`src/rtl/sb_pkg.sv`:
```
// Shared constants and unit-class encoding for the scoreboard issue controller.
// Assumes exactly four functional units, indexed by their class code.
package sb_pkg;
    localparam int UNIT_COUNT = 4;
    localparam int UNIT_IDX_W = 2;

    typedef enum logic [UNIT_IDX_W-1:0] {
        CLS_INT = 2'd0,
        CLS_MUL = 2'd1,
        CLS_ADD = 2'd2,
        CLS_DIV = 2'd3
    } unit_cls_e;
endpackage

```
`src/rtl/sb_unit_slot.sv`:
```
// Status record of one functional unit: busy, operation, destination, the two
// source numbers, the producer tag of each source and the two ready flags.
// Assumes alloc never coincides with retire (the issue check uses the registered
// busy flag) and read_go only when both ready flags are set.
module sb_unit_slot #(
    parameter int RW   = 5,
    parameter int OP_W = 6,
    parameter int UW   = 2
) (
    input  logic            clk,
    input  logic            rst_n,
    input  logic            alloc,
    input  logic [OP_W-1:0] alloc_op,
    input  logic [RW-1:0]   alloc_fi,
    input  logic [RW-1:0]   alloc_fj,
    input  logic [RW-1:0]   alloc_fk,
    input  logic            alloc_qj_v,
    input  logic [UW-1:0]   alloc_qj,
    input  logic            alloc_qk_v,
    input  logic [UW-1:0]   alloc_qk,
    input  logic            read_go,
    input  logic            retire,
    input  logic            bcast_v,
    input  logic [UW-1:0]   bcast_unit,
    output logic            busy,
    output logic            ops_read,
    output logic [OP_W-1:0] op,
    output logic [RW-1:0]   fi,
    output logic [RW-1:0]   fj,
    output logic [RW-1:0]   fk,
    output logic            rj,
    output logic            rk
);
    logic            qj_v, qk_v;
    logic [UW-1:0]   qj, qk;

    // Record update: allocation, operand read, producer broadcast, retirement.
    always_ff @(posedge clk) begin
        if (!rst_n) begin
            busy     <= 1'b0;
            ops_read <= 1'b0;
            op       <= '0;
            fi       <= '0;
            fj       <= '0;
            fk       <= '0;
            rj       <= 1'b0;
            rk       <= 1'b0;
            qj_v     <= 1'b0;
            qk_v     <= 1'b0;
            qj       <= '0;
            qk       <= '0;
        end else if (alloc) begin
            busy     <= 1'b1;
            ops_read <= 1'b0;
            op       <= alloc_op;
            fi       <= alloc_fi;
            fj       <= alloc_fj;
            fk       <= alloc_fk;
            qj_v     <= alloc_qj_v;
            qj       <= alloc_qj;
            qk_v     <= alloc_qk_v;
            qk       <= alloc_qk;
            rj       <= !alloc_qj_v;
            rk       <= !alloc_qk_v;
        end else begin
            if (retire) begin
                busy     <= 1'b0;
                ops_read <= 1'b0;
            end
            if (read_go) begin
                ops_read <= 1'b1;
                rj       <= 1'b0;
                rk       <= 1'b0;
            end
            if (bcast_v && qj_v && (qj == bcast_unit)) begin
                rj   <= 1'b1;
                qj_v <= 1'b0;
            end
            if (bcast_v && qk_v && (qk == bcast_unit)) begin
                rk   <= 1'b1;
                qk_v <= 1'b0;
            end
        end
    end
endmodule

```
`src/rtl/sb_result_table.sv`:
```
// Register result table: per register, a pending flag and the index of the unit
// that will write it. Three read ports look up two sources and the destination.
// Assumes REG_COUNT is a power of two and that set and clear never name the same
// register in one cycle (the issue check refuses a pending destination).
module sb_result_table #(
    parameter int REG_COUNT = 32,
    parameter int UW        = 2,
    localparam int RW       = $clog2(REG_COUNT)
) (
    input  logic          clk,
    input  logic          rst_n,
    input  logic          set_en,
    input  logic [RW-1:0] set_reg,
    input  logic [UW-1:0] set_unit,
    input  logic          clr_en,
    input  logic [RW-1:0] clr_reg,
    input  logic [RW-1:0] look_a,
    input  logic [RW-1:0] look_b,
    input  logic [RW-1:0] look_d,
    output logic          a_v,
    output logic [UW-1:0] a_unit,
    output logic          b_v,
    output logic [UW-1:0] b_unit,
    output logic          d_v
);
    logic          pend  [REG_COUNT];
    logic [UW-1:0] owner [REG_COUNT];

    // Ownership update: claim on issue, release on write-back.
    always_ff @(posedge clk) begin
        if (!rst_n) begin
            for (int r = 0; r < REG_COUNT; r++) begin
                pend[r]  <= 1'b0;
                owner[r] <= '0;
            end
        end else begin
            if (clr_en) pend[clr_reg] <= 1'b0;
            if (set_en) begin
                pend[set_reg]  <= 1'b1;
                owner[set_reg] <= set_unit;
            end
        end
    end

    // Lookups for the presented instruction.
    assign a_v    = pend[look_a];
    assign a_unit = owner[look_a];
    assign b_v    = pend[look_b];
    assign b_unit = owner[look_b];
    assign d_v    = pend[look_d];
endmodule

```
`src/rtl/sb_wb_picker.sv`:
```
// Fixed-priority picker for the single result-write slot: the lowest requesting
// index wins. Also returns the index in binary for the broadcast.
module sb_wb_picker #(
    parameter int N  = 4,
    parameter int UW = 2
) (
    input  logic [N-1:0]  req,
    output logic [N-1:0]  grant,
    output logic          any,
    output logic [UW-1:0] idx
);
    // Scan from the top so that the lowest requester is the one kept.
    always_comb begin
        grant = '0;
        any   = 1'b0;
        idx   = '0;
        for (int i = N - 1; i >= 0; i--) begin
            if (req[i]) begin
                grant    = '0;
                grant[i] = 1'b1;
                any      = 1'b1;
                idx      = UW'(i);
            end
        end
    end
endmodule

```
`src/rtl/sb_issue_ctrl.sv`:
```
// Scoreboard issue controller. It accepts decoded instructions in order and
// refuses on a structural or WAW hazard. It grants operand reads once both
// sources are produced, which resolves RAW, and it grants one result write per
// cycle, holding back any write that would overwrite a value another unit has
// yet to read (WAR). Assumes the presenter holds an instruction until issue_ok,
// and that each unit holds unit_done until its wb_grant.
// A unit freed by write-back accepts a new instruction only from the next cycle.
module sb_issue_ctrl
    import sb_pkg::*;
#(
    parameter int REG_COUNT = 32,
    parameter int OP_W      = 6
) (
    input  logic                          clk,
    input  logic                          rst_n,
    input  logic                          in_valid,
    input  logic [OP_W-1:0]               in_op,
    input  logic [$clog2(REG_COUNT)-1:0]  in_dest,
    input  logic [$clog2(REG_COUNT)-1:0]  in_src1,
    input  logic [$clog2(REG_COUNT)-1:0]  in_src2,
    input  logic [UNIT_IDX_W-1:0]         in_unit,
    input  logic [UNIT_COUNT-1:0]         unit_done,
    output logic                          issue_ok,
    output logic [UNIT_COUNT-1:0]         rd_grant,
    output logic [UNIT_COUNT-1:0]         wb_grant,
    output logic [UNIT_COUNT*OP_W-1:0]    unit_op
);
    localparam int RW = $clog2(REG_COUNT);
    localparam int NU = UNIT_COUNT;
    localparam int UW = UNIT_IDX_W;

    logic            busy     [NU];
    logic            ops_read [NU];
    logic            rj       [NU];
    logic            rk       [NU];
    logic [RW-1:0]   fi       [NU];
    logic [RW-1:0]   fj       [NU];
    logic [RW-1:0]   fk       [NU];
    logic [OP_W-1:0] op_q     [NU];

    logic            a_v, b_v, d_v;
    logic [UW-1:0]   a_unit, b_unit;
    logic            wb_any;
    logic [UW-1:0]   wb_idx;
    logic [NU-1:0]   wb_req, war_block, alloc_vec, rd_vec;
    logic            qj_pend, qk_pend;

    // Issue check: target unit idle and destination not claimed.
    assign issue_ok = in_valid && !busy[in_unit] && !d_v;

    // A source whose producer writes back this cycle counts as already produced.
    assign qj_pend = a_v && !(wb_any && (a_unit == wb_idx));
    assign qk_pend = b_v && !(wb_any && (b_unit == wb_idx));

    // Steer the accepted instruction to its unit record.
    always_comb begin
        alloc_vec          = '0;
        alloc_vec[in_unit] = issue_ok;
    end

    // WAR guard: some other unit still has to read this unit's destination.
    always_comb begin
        for (int u = 0; u < NU; u++) begin
            war_block[u] = 1'b0;
            for (int v = 0; v < NU; v++) begin
                if ((v != u) && busy[v] &&
                    (((fj[v] == fi[u]) && rj[v]) || ((fk[v] == fi[u]) && rk[v])))
                    war_block[u] = 1'b1;
            end
        end
    end

    genvar g;
    generate
        for (g = 0; g < NU; g++) begin : g_unit
            sb_unit_slot #(.RW(RW), .OP_W(OP_W), .UW(UW)) u_slot (
                .clk        (clk),
                .rst_n      (rst_n),
                .alloc      (alloc_vec[g]),
                .alloc_op   (in_op),
                .alloc_fi   (in_dest),
                .alloc_fj   (in_src1),
                .alloc_fk   (in_src2),
                .alloc_qj_v (qj_pend),
                .alloc_qj   (a_unit),
                .alloc_qk_v (qk_pend),
                .alloc_qk   (b_unit),
                .read_go    (rd_vec[g]),
                .retire     (wb_grant[g]),
                .bcast_v    (wb_any),
                .bcast_unit (wb_idx),
                .busy       (busy[g]),
                .ops_read   (ops_read[g]),
                .op         (op_q[g]),
                .fi         (fi[g]),
                .fj         (fj[g]),
                .fk         (fk[g]),
                .rj         (rj[g]),
                .rk         (rk[g])
            );

            // Operand read once both sources are produced and not yet read.
            assign rd_vec[g] = busy[g] && !ops_read[g] && rj[g] && rk[g];
            // Write-back request: executed, reported done, no WAR conflict.
            assign wb_req[g] = busy[g] && ops_read[g] && unit_done[g] && !war_block[g];
            assign unit_op[g*OP_W +: OP_W] = op_q[g];
        end
    endgenerate

    assign rd_grant = rd_vec;

    sb_result_table #(.REG_COUNT(REG_COUNT), .UW(UW)) u_table (
        .clk      (clk),
        .rst_n    (rst_n),
        .set_en   (issue_ok),
        .set_reg  (in_dest),
        .set_unit (in_unit),
        .clr_en   (wb_any),
        .clr_reg  (fi[wb_idx]),
        .look_a   (in_src1),
        .look_b   (in_src2),
        .look_d   (in_dest),
        .a_v      (a_v),
        .a_unit   (a_unit),
        .b_v      (b_v),
        .b_unit   (b_unit),
        .d_v      (d_v)
    );

    sb_wb_picker #(.N(NU), .UW(UW)) u_pick (
        .req   (wb_req),
        .grant (wb_grant),
        .any   (wb_any),
        .idx   (wb_idx)
    );
endmodule

```
`config.mk`:
```
export PLATFORM = sky130hd
export DESIGN_NAME = sb_issue_ctrl
export DESIGN_NICKNAME = d
export VERILOG_FILES = /design/src/rtl/sb_pkg.sv /design/src/rtl/sb_unit_slot.sv /design/src/rtl/sb_result_table.sv /design/src/rtl/sb_wb_picker.sv /design/src/rtl/sb_issue_ctrl.sv
export SDC_FILE = /design/constraint.sdc
export NUM_CORES = 1
export LEC_CHECK = 0
export ABC_AREA = 1
export ABC_CLOCK_PERIOD_IN_PS = 2600
export BUFFER_PORTS_ARGS = -buffer_cell sky130_fd_sc_hd__buf_2
export CORE_ASPECT_RATIO = 1.75
export CORE_MARGIN = 2
export CORE_UTILIZATION = 61
export CTS_CLUSTER_DIAMETER = 60
export DETAILED_ROUTE_END_ITERATION = 8
export PLACE_DENSITY = 0.9
export RECOVER_POWER = 100
export SETUP_SLACK_MARGIN = 0.02
export SLEW_MARGIN = 15
export SYNTH_ARGS = -nofsm -noshare
export SYNTH_HDL_FRONTEND = slang
export SYNTH_SLANG_ARGS = --single-unit
```
`constraint.sdc`:
```
create_clock -name clk -period 2.6 [get_ports clk]
set_input_delay 0.13 -clock clk [delete_from_list [all_inputs] [get_ports clk]]
set_output_delay 0.13 -clock clk [all_outputs]
set_load 0.05 [all_outputs]
```
==> impl_results.rst <==
.. list-table::
   :header-rows: 1

   * - Metric
     - Value
   * - Outcome
     - finished with violations
   * - Violations in the final reports
     - design-rule violations, negative setup slack
   * - Most frequent cells in the layout
     - nand2_1, nor2_1, o21ai_0
   * - Total Nets Final
     - 2234
   * - Synth warn
     - 0
   * - CP arrival
     - around 2.5 ns
   * - Hold Violations, Final
     - 0
   * - Destination of the worst hold path
     - g_unit[1].u_slot.fi[0]
   * - Number of synthesized flops with an enable pin
     - 64
   * - Overflow left after global routing
     - 0
   * - Clock slew at reported path FFs
     - 0.07 ns
   * - Clock sink total
     - between 200 and 250
   * - Average via count per standard cell
     - 6.53
   * - Met1 Usage GRT
     - between 50% and 60%
   * - GRT Resource Usage Total
     - between 50% and 60%
   * - Cell Count Post-Placement
     - between 2000 and 2500
   * - Area of the die
     - 22600 um2
   * - Fillers
     - ~1400
   * - Number of diodes added for antenna fixing
     - 0
   * - Maximum number of buffers from clock root to sink
     - 3
   * - Chip width
     - between 100 and 150 um
   * - PnR worst setup slack
     - -0.0303 ns
   * - Initial Utilization
     - between 60 and 70%
   * - Worst slew margin
     - between 40% and 50%
   * - Routability cong.
     - between 1 and 1.5
   * - Max Cap Viol
     - 0
   * - Die Y
     - 198 um
   * - Number of search-and-repair iterations in the first detailed-routing pass
     - 9
   * - Latest clock arrival within the worst-skew pair
     - approximately 0.54 ns
   * - Routed wire length per instance
     - ~24 um
   * - Synthesized area per cell
     - between 6 and 7 um2
   * - PortBufs
     - 62
   * - TritonCTS clock tree
     - built
   * - Crit path kind
     - register to output pin
   * - Endpoint class of the critical path
     - output pin
   * - Post-synthesis sequential area ratio
     - a little under 40%
   * - R2R Path End
     - g_unit[3].u_slot.op[1]
   * - Final cell count without fillers
     - between 2000 and 2500
   * - Peak supply drop
     - around 0.62 mV
   * - Share of cells above drive strength 1
     - 21.5%
   * - Post-synthesis async set-or-reset flop share
     - 0%
   * - Number of distinct library cells after synthesis
     - 38
   * - Power per unit of standard cell area
     - about 550 nW/um2
   * - Number of cell instances on the worst register-to-register path
     - 13
   * - HPWL after DPL
     - approximately 39 mm
   * - Static leakage power
     - ~7.5 nW
   * - Syn_nets
     - 2043
   * - DRC
     - 11
   * - Reg-to-reg startpoint
     - g_unit[0].u_slot.busy
   * - Number of cells on the worst hold path
     - 4
   * - Primary flip-flop cell chosen by synthesis mapping
     - dfxtp_1
   * - Area of the mapped netlist
     - around 13000 um2
   * - Pins Over Slew Limit
     - 0
   * - Max Clock Skew
     - 0.0188 ns
   * - Pin count of the biggest net entering global routing
     - 73
   * - Number of DRC violations after detailed-routing iteration 0
     - 2258
   * - Number of routed nets with antenna violations
     - 0
   * - Count of final setup violators
     - 1
   * - Class of the tightest hold or removal check
     - input pin to register
   * - Global-route wire length before repair
     - between 80 and 90 mm
   * - Area of combinational cells with multiple inputs
     - ~7300 um2
   * - Slack of the worst reg-to-reg path
     - roughly 0.020 ns
   * - Post-synthesis register bit count
     - 220
   * - PnR Total Power
     - approximately 9 mW
   * - Core Area
     - approximately 21000 um2
   * - Placement Rows
     - 70
   * - Transition time of the tightest slew-check pin
     - 0.799 ns
   * - Via count of the first global-routing pass
     - about 15000
   * - Setup crit start kind
     - register
   * - Instance count of the mapped netlist
     - between 2000 and 2500
   * - Source of the worst hold timing path
     - in_dest[0]
   * - Area added between synthesis and finish
     - 26.3%
   * - Area taken by flip-flops and latches
     - around 5100 um2
   * - CP Max Fanout
     - 8
   * - WL final
     - 59.0 mm
   * - Vias after detailed routing
     - 16100
   * - Root buffer cell
     - clkbuf_16
   * - Critical path required time
     - between 2 and 2.5 ns
   * - Most used routing layer in global routing
     - met2
   * - Most common library cell in the layout ignoring fill and taps
     - nand2_1
   * - Highest clock rate
     - 380 MHz
   * - Routing usage on met3
     - between 10% and 20%
   * - Count of H-tree levels built during CTS
     - 1
   * - Part of the cycle the worst path needs
     - 101%
   * - M2 GR Usage
     - 81.2%
   * - Antenna violations before repair
     - 0
   * - Setup repair after global routing missed its margin
     - true
   * - Number of ports placed on the die boundary
     - 63
   * - Tmin final
     - around 2.6 ns
   * - Num CTS Buffers
     - 23
-- how the worst max path moves through the flow --
stage,start,to,slack [ns],cells after the start
after CTS,g_unit[0].u_slot.fi[2],wb_grant[3],0.02,15
final,g_unit[3].u_slot.fi[1],wb_grant[3],-0.03,14
after global routing,g_unit[0].u_slot.fi[3],g_unit[3].u_slot.rk,-0.14,19
after detailed placement,g_unit[1].u_slot.fi[3],u_table.pend[15],-0.24,20
after global placement,g_unit[1].u_slot.fi[3],u_table.pend[11],-0.26,20
after floorplan,g_unit[3].u_slot.busy,u_table.owner[16][0],0.34,11
-- cells in the mapped netlist, types with 7 or more instances --
library cell  number  area share [%]
dfxtp_1          156              24
clkbuf_1          69             2.0
a22oi_1            7            0.40
nor3_1            16            0.61
inv_1            141             4.1
buf_4             13            0.75
o21ai_1            7            0.27
xor2_1             7            0.47
nor2_2            14            0.67
nand3_1          115             4.4
nand2_2            8            0.38
nor2_1           280             8.0
nand2_1          612              18
buf_2             27             1.0
a21oi_1          139             5.3
edfxtp_1          64              15
o21ai_0          234             9.0
inv_2             13            0.37
o311ai_0           7            0.47
o221ai_1          28             1.9
-- logic make-up (layout without fill, tap and decap cells) --
family	count (synthesis)	after routing	share of synthesized area, %
simple gates	1072	1074	33.7
buf+inv	273	478	8.73
flops	220	220	38.6
xor+xnor	7	7	0.470
compound gates	441	441	18.4
-- stage by stage --
step	cell area [um2]	hold WS (ns)	setup slack, ns	util, %	setup TNS [ns]
floorplan	13100	0.265	0.343	-	0
finish	16500	0.111	-0.0303	78.8	-0.0303
detailed placement	14900	0.423	-0.244	71.2	-7.30
global placement	14900	0.409	-0.258	71.2	-7.82
global route	16500	0.129	-0.141	78.8	-1.93
CTS	15800	0.0911	0.0246	75.7	0
-- what timing repair did --
item	CTS	global route
pin swaps	1	35
endpoints found under the setup margin	55	209
resized for setup	42	202
cloned	0	2
endpoints found under the hold margin	24	0
hold buffers	6	0
buffers inserted	0	14
-- state kept, by name, summed over array words and instances (netlist names) --
register                flops
g_unit.u_slot.busy          4
g_unit.u_slot.fi           20
g_unit.u_slot.fj           20
g_unit.u_slot.fk           20
g_unit.u_slot.op           24
g_unit.u_slot.ops_read      4
g_unit.u_slot.qj            8
g_unit.u_slot.qj_v          4
g_unit.u_slot.qk            8
g_unit.u_slot.qk_v          4
g_unit.u_slot.rj            4
g_unit.u_slot.rk            4
u_table.owner              64
u_table.pend               32
-- critical path, stage by stage (launching register included) --
cell     delay (ns)
dfxtp_2        0.34
inv_4          0.16
nand2_1        0.07
nand2_1        0.07
nor2_1         0.04
nand3_1        0.09
nand2_1        0.08
nand2_1        0.08
nand2_2        0.09
nor2_4         0.20
nand3_4        0.16
buf_6          0.16
nor2_4         0.13
buf_6          0.14
buf_12         0.13
-- cell type report --
type,instances,area share [%]
Timing Repair Buffer,280,14.1
Clock buffer,30,3.90
Inverter,157,3.76
Clock inverter,11,0.865
Sequential cell,220,31.1
Tap cell,252,1.91
Multi-Input combinational cell,1522,44.3
-- power by group --
group          internal (mW)  switching (mW)
clock network           2.05            1.49
registers               3.67           0.147
logic                  0.532            1.13
total                   6.25            2.76
-- routing by layer --
layer	share of wire [%]	up-vias
li1	-	6983
met1	30	7162
met2	45	1443
met3	12	554
met4	13	0
met5	0	-
(Power assumes the default switching activity.)
